<file path="src/rtl/lcdDrvPkg.sv">
package lcdDrvPkg;

  // Strobes and levels passed from control to datapath
  typedef struct packed {
    logic shiftPulse;  // one-cycle pulse per data clock rising edge
    logic serBit;      // sampled serial input, aligned with shiftPulse
    logic loadLevel;   // sampled load level
    logic blankSeg;    // blanking active (blink enabled and blink clock high)
    logic phase;       // current backplane phase
    logic loEn;        // low segment group enabled
    logic hiEn;        // high segment group enabled
  } lcdCtrl_t;

endpackage

</file>
<file path="src/rtl/lcdDrvCtrl.sv">
module lcdDrvCtrl
  import lcdDrvPkg::*;
(
  input  logic     clk,
  input  logic     rstN,
  input  logic     serIn,
  input  logic     dataClk,
  input  logic     loadIn,
  input  logic     blinkEnN,
  input  logic     blinkClk,
  input  logic     dispClk,
  input  logic     segLoEnN,
  input  logic     segHiEnN,
  input  logic     comAEnN,
  input  logic     comBEnN,
  output lcdCtrl_t strobes,
  output logic     comAOut,
  output logic     comBOut
);

  // sampled inputs
  logic serInS, dataClkS, loadS, blinkEnNS, blinkClkS, dispClkS;
  logic segLoEnNS, segHiEnNS, comAEnNS, comBEnNS;
  // edge history
  logic dataClkD, dispClkD;
  logic phase;
  logic dataEdge, dispEdge;

  always_ff @(posedge clk or negedge rstN) begin
    if (!rstN) begin
      serInS    <= 1'b0;
      dataClkS  <= 1'b0;
      loadS     <= 1'b0;
      blinkEnNS <= 1'b1;
      blinkClkS <= 1'b0;
      dispClkS  <= 1'b0;
      segLoEnNS <= 1'b1;
      segHiEnNS <= 1'b1;
      comAEnNS  <= 1'b1;
      comBEnNS  <= 1'b1;
    end else begin
      serInS    <= serIn;
      dataClkS  <= dataClk;
      loadS     <= loadIn;
      blinkEnNS <= blinkEnN;
      blinkClkS <= blinkClk;
      dispClkS  <= dispClk;
      segLoEnNS <= segLoEnN;
      segHiEnNS <= segHiEnN;
      comAEnNS  <= comAEnN;
      comBEnNS  <= comBEnN;
    end
  end

  always_ff @(posedge clk or negedge rstN) begin
    if (!rstN) begin
      dataClkD <= 1'b0;
      dispClkD <= 1'b0;
    end else begin
      dataClkD <= dataClkS;
      dispClkD <= dispClkS;
    end
  end

  assign dataEdge = dataClkS & ~dataClkD;
  assign dispEdge = dispClkS & ~dispClkD;

  // backplane phase: one inversion per display clock rising edge
  always_ff @(posedge clk or negedge rstN) begin
    if (!rstN)         phase <= 1'b0;
    else if (dispEdge) phase <= ~phase;
  end

  always_comb begin
    strobes.shiftPulse = dataEdge;
    strobes.serBit     = serInS;
    strobes.loadLevel  = loadS;
    strobes.blankSeg   = ~blinkEnNS & blinkClkS;
    strobes.phase      = phase;
    strobes.loEn       = ~segLoEnNS;
    strobes.hiEn       = ~segHiEnNS;
  end

  assign comAOut = ~comAEnNS & phase;
  assign comBOut = ~comBEnNS & phase;


  phase_hold_chk: assert property (@(posedge clk) disable iff (!rstN)
    !dispEdge |=> $stable(phase));


  phase_flip_chk: assert property (@(posedge clk) disable iff (!rstN)
    dispEdge |=> (phase != $past(phase)));


  com_a_off_chk: assert property (@(posedge clk) disable iff (!rstN)
    comAEnNS |-> !comAOut);


  com_b_off_chk: assert property (@(posedge clk) disable iff (!rstN)
    comBEnNS |-> !comBOut);

endmodule

</file>
<file path="src/rtl/lcdDrvPath.sv">
module lcdDrvPath
  import lcdDrvPkg::*;
#(
  parameter int SEG_COUNT = 40,
  parameter int LO_GROUP  = 16
)(
  input  logic                 clk,
  input  logic                 rstN,
  input  lcdCtrl_t             strobes,
  output logic [SEG_COUNT-1:0] segOut,
  output logic                 serOut
);

  localparam int TOP = SEG_COUNT - 1;

  logic [TOP:0] shiftReg;
  logic [TOP:0] dispReg;

  // serial chain: new bit enters at bit 0, oldest leaves at the top
  always_ff @(posedge clk or negedge rstN) begin
    if (!rstN)                   shiftReg <= '0;
    else if (strobes.shiftPulse) shiftReg <= {shiftReg[TOP-1:0], strobes.serBit};
  end

  // display register follows the chain only while load is high
  always_ff @(posedge clk or negedge rstN) begin
    if (!rstN)                  dispReg <= '0;
    else if (strobes.loadLevel) dispReg <= shiftReg;
  end

  assign serOut = shiftReg[TOP];

  // per-segment drive, group enable chosen by position
  for (genvar i = 0; i < SEG_COUNT; i++) begin : gSeg
    localparam bit IN_LO = (i < LO_GROUP);
    logic groupEn;
    if (IN_LO) begin : gLo
      assign groupEn = strobes.loEn;
    end else begin : gHi
      assign groupEn = strobes.hiEn;
    end
    assign segOut[i] = strobes.phase ^ (dispReg[i] & groupEn & ~strobes.blankSeg);
  end


  ser_out_chk: assert property (@(posedge clk) disable iff (!rstN)
    strobes.shiftPulse |=> (serOut == $past(shiftReg[TOP-1])));


  chain_hold_chk: assert property (@(posedge clk) disable iff (!rstN)
    !strobes.shiftPulse |=> $stable(shiftReg));


  disp_hold_chk: assert property (@(posedge clk) disable iff (!rstN)
    !strobes.loadLevel |=> $stable(dispReg));


  blank_chk: assert property (@(posedge clk) disable iff (!rstN)
    strobes.blankSeg |-> (segOut == {SEG_COUNT{strobes.phase}}));

endmodule

</file>
<file path="src/rtl/staticLcdDriver.sv">
module staticLcdDriver
  import lcdDrvPkg::*;
#(
  parameter int SEG_COUNT = 40,
  parameter int LO_GROUP  = 16
)(
  input  logic                 clk,
  input  logic                 rstN,
  input  logic                 serIn,
  input  logic                 dataClk,
  input  logic                 loadIn,
  input  logic                 blinkEnN,
  input  logic                 blinkClk,
  input  logic                 dispClk,
  input  logic                 segLoEnN,
  input  logic                 segHiEnN,
  input  logic                 comAEnN,
  input  logic                 comBEnN,
  output logic [SEG_COUNT-1:0] segOut,
  output logic                 comAOut,
  output logic                 comBOut,
  output logic                 serOut
);

  lcdCtrl_t strobes;

  lcdDrvCtrl uCtrl (
    .clk      (clk),
    .rstN     (rstN),
    .serIn    (serIn),
    .dataClk  (dataClk),
    .loadIn   (loadIn),
    .blinkEnN (blinkEnN),
    .blinkClk (blinkClk),
    .dispClk  (dispClk),
    .segLoEnN (segLoEnN),
    .segHiEnN (segHiEnN),
    .comAEnN  (comAEnN),
    .comBEnN  (comBEnN),
    .strobes  (strobes),
    .comAOut  (comAOut),
    .comBOut  (comBOut)
  );

  lcdDrvPath #(
    .SEG_COUNT (SEG_COUNT),
    .LO_GROUP  (LO_GROUP)
  ) uPath (
    .clk     (clk),
    .rstN    (rstN),
    .strobes (strobes),
    .segOut  (segOut),
    .serOut  (serOut)
  );

endmodule

</file>
<file path="config.mk">
export PLATFORM = sky130hd
export DESIGN_NAME = staticLcdDriver
export DESIGN_NICKNAME = d
export VERILOG_FILES = /design/src/rtl/lcdDrvPkg.sv /design/src/rtl/lcdDrvCtrl.sv /design/src/rtl/lcdDrvPath.sv /design/src/rtl/staticLcdDriver.sv
export SDC_FILE = /design/constraint.sdc
export NUM_CORES = 1
export LEC_CHECK = 0
export BUFFER_PORTS_ARGS = -buffer_cell sky130_fd_sc_hd__buf_2
export CORE_UTILIZATION = 35
export DETAILED_ROUTE_END_ITERATION = 10
export PLACE_DENSITY = 0.58
export SYNTH_ARGS = -nofsm -noshare
export SYNTH_HDL_FRONTEND = slang
export SYNTH_SLANG_ARGS = --single-unit
</file>
<file path="constraint.sdc">
create_clock -name clk -period 1.7 [get_ports clk]
set_input_delay 0.085 -clock clk [delete_from_list [all_inputs] [get_ports clk]]
set_output_delay 0.085 -clock clk [all_outputs]
set_load 0.05 [all_outputs]
</file>
==> results.yml <==
worst_setup_path:
  r2r-end: "uPath.shiftReg[18]$_DFFE_PN0P_"
  start_kind: "flop"
  path_cells: "nor2b_4 > buf_12 > nor3b_2 > xor2_1 > buf_4"
  cp_data_required_time_ns: 1.62
  cp_slowest_cell: "dfstp_2"
  cp-end-kind: "primary output"
  reg2reg_from: "uCtrl.dataClkD$_DFF_PN0_"
  critical_path_class: "reg2out"
  ff2ff_path_depth: 3
  crit_start: "uCtrl.blinkEnNS$_DFF_PN1_"
  arrival_ns: 1.70
  rrSetupSlack_ns: 0.39
  crit_fanout: 15
  slowest_delay_ns: 0.54
drt:
  ant_nets: 0
  highest_layer: "met4"
  drt-vias-per-instance: 4.45
  route.layer.met1.wl_um: 3910
  drcViolationCount: 0
  route.vias.total: 2367
  wl_um: 8130
  drtIter0Drc: 81
  firstDrtPassIters: 3
  routed-wl-met2_um: 3940
  met3_length_um: 203
  wl_per_cell_um: 15.3
global_route:
  grt_pass1_vias: 2519
  grt_pass1_wl_um: 13600
  grt-ovfl-total: 0
  antenna_found_initial: 0
  grt_max_degree: 47
  grt_usage: 0.135
synth:
  ys_types: 14
  yosys_warnings: 0
  synthCells: 280
  syn_area_um2: 4530
  avgSynthCellArea_um2: 16.2
  ys_seq_area_frac: 0.515
  syn_nets: 292
  ys_seq_elements: 93
layout:
  final_nets: 367
  design_area_um2: 6250
  nFillCells: 1095
  antenna_cells: 0
  area_delta_synth_final_pct: 37.8
  drive_above_1_share: 0.700
  final_cells: 532
  top_regs: "uPath.dispReg x40, uPath.shiftReg x40"
place:
  io_buffer_count: 54
  place_congestion: 0.683
  dp_hpwl_um: 4970
  dpl_cell_area_um2: 5280
  placedCellCount: 497
  pre_cts_ws_ns: -0.0270
sta:
  hold_viol: 0
  slew_viol_final: 0
  min_period_ns: 1.79
  finalSetupTns_ns: -2.28
  setup_viol: 40
  fin_ws_ns: -0.0869
  fin_crit_sh: 1.05
  fmax_mhz: 560
  tightest_slew_ns: 0.586
  slew_headroom: 0.609
  rsz0062_at_grt: "yes"
  clock_skew_ns: 0.00406
status:
  violations: "negative setup slack"
  status: "complete, but fails checks"
floorplan:
  die_h_um: 116
  io_pins: 55
  dieArea_um2: 13400
  die_w_um: 116
  core-area_um2: 12600
  rows: 41
  initial_utilization: 0.359
clock_network:
  path_clk_slew_ns: 0.06
  clock_path_buffers: 2
  cts_tree: "done"
  insertion_delay_ns: 0.33
  cts_buffers: 9
  cts_sinks: 93
  htreeDepth: 3
  ctsRootBufferMaster: "clkbuf_16"
power:
  power_frac_comb: 0.523
  p_clk_frac: 0.199
  p_int_mw: 6.13
  p_sw_frac: 0.414
  irDropWorstVdd_mv: 0.682
  p_seq_frac: 0.278
  powerDensity_nw_per_um2: 1680
  leakagePower_nw: 2.81
  p_sw_mw: 4.34
flow_run:
  maxCapViolCount: 0
min_path:
  worstHoldPathType: "in2async"
-- per-stage QoR --
| step | hold WS (ns) | power [mW] | utilization |
|---|---|---|---|
| 2_1_floorplan | -0.211 | 6.51 | - |
| 3_3_place_gp | -0.126 | 7.50 | 0.419 |
| 3_5_place_dp | -0.123 | 7.52 | 0.419 |
| 4_1_cts | 0.0748 | 10.5 | 0.489 |
| 5_1_grt | 0.0769 | 11.0 | 0.495 |
| 6_report | 0.0792 | 10.5 | 0.495 |
-- cell usage in the layout, fill, tap and decap left out, types with 2 or more instances in the layout --
master,count
nor3b_2,4
bufinv_16,2
mux2_4,40
nor3b_4,36
dfrtp_1,86
xor2_2,36
buf_6,36
buf_2,13
clkbuf_1,3
nor2b_4,2
buf_12,11
xor2_1,4
dfstp_2,4
dlygate4sd3_1,11
nor2b_1,2
buf_4,12
clkbuf_16,10
mux2_2,40
-- worst max-delay path, delay by kind of cell, from the launching register on --
kind,cells,cell delay [ns]
XOR/XNOR,1,0.17
buffers and inverters,2,0.40
flip-flops,1,0.54
AND/OR/NAND/NOR,2,0.26
-- routing by layer --
layer | vias to the layer above | track usage
li1 | 1075 | -
met1 | 1252 | 0.185
met2 | 35 | 0.208
met3 | 5 | 0.0319
met4 | 0 | 0.0513
met5 | - | 0
-- cells in the mapped netlist --
master	number	area share
dfrtp_1	88	0.49
nand2b_1	1	0.0014
buf_12	7	0.031
mux2_4	40	0.13
nor3b_2	40	0.11
nor2b_4	2	0.0061
buf_6	5	0.012
nor2b_1	2	0.0028
mux2_2	40	0.099
dfstp_2	5	0.029
xnor2_1	1	0.0019
buf_2	8	0.0088
buf_4	1	0.0017
xor2_1	40	0.077
-- cell families (layout without fill, tap and decap cells) --
group                     after synthesis  after routing  share of synthesized area
buffers and inverters                  21            101                     0.0538
muxes                                  80             80                      0.232
and+or+nand+nor                        45             45                      0.121
DFF                                    93             93                      0.515
xor gates and xnor gates               41             41                     0.0792
-- area by class of cell --
| type | count | area [um2] | area share |
|---|---|---|---|
| Multi-Input combinational cell | 166 | 2450 | 0.392 |
| Clock buffer | 12 | 236 | 0.0378 |
| Timing Repair Buffer | 85 | 931 | 0.149 |
| Clock inverter | 4 | 72.6 | 0.0116 |
| Sequential cell | 93 | 2340 | 0.375 |
| Tap cell | 172 | 215 | 0.0344 |
-- worst max path at each step --
stage,cells past startpoint,endpoint
detailed placement,5,segOut[36]
floorplan,4,segOut[36]
global route,5,segOut[35]
finish,5,segOut[36]
CTS,5,segOut[0]
global placement,5,segOut[36]
-- power groups by stage --
stage / clock network, mW / registers, mW / logic (mW)
after global placement: 0 / 2.93 / 4.56
final: 2.08 / 2.92 / 5.47
after detailed placement: 0 / 2.94 / 4.58
after global routing: 2.25 / 2.97 / 5.73
after floorplan: 0 / 2.77 / 3.74
after CTS: 2.14 / 2.92 / 5.48
-- what timing repair did --
item                       in CTS  in global routing
hold endpoints to repair       98                  0
setup buffers                   6                  2
hold buffers                   11                  0
gates resized for setup       107                  7
cloned                          0                  1
setup endpoints to repair      40                 40
pin swaps                       6                  5
Note: power is estimated with default switching activity, not from simulation.
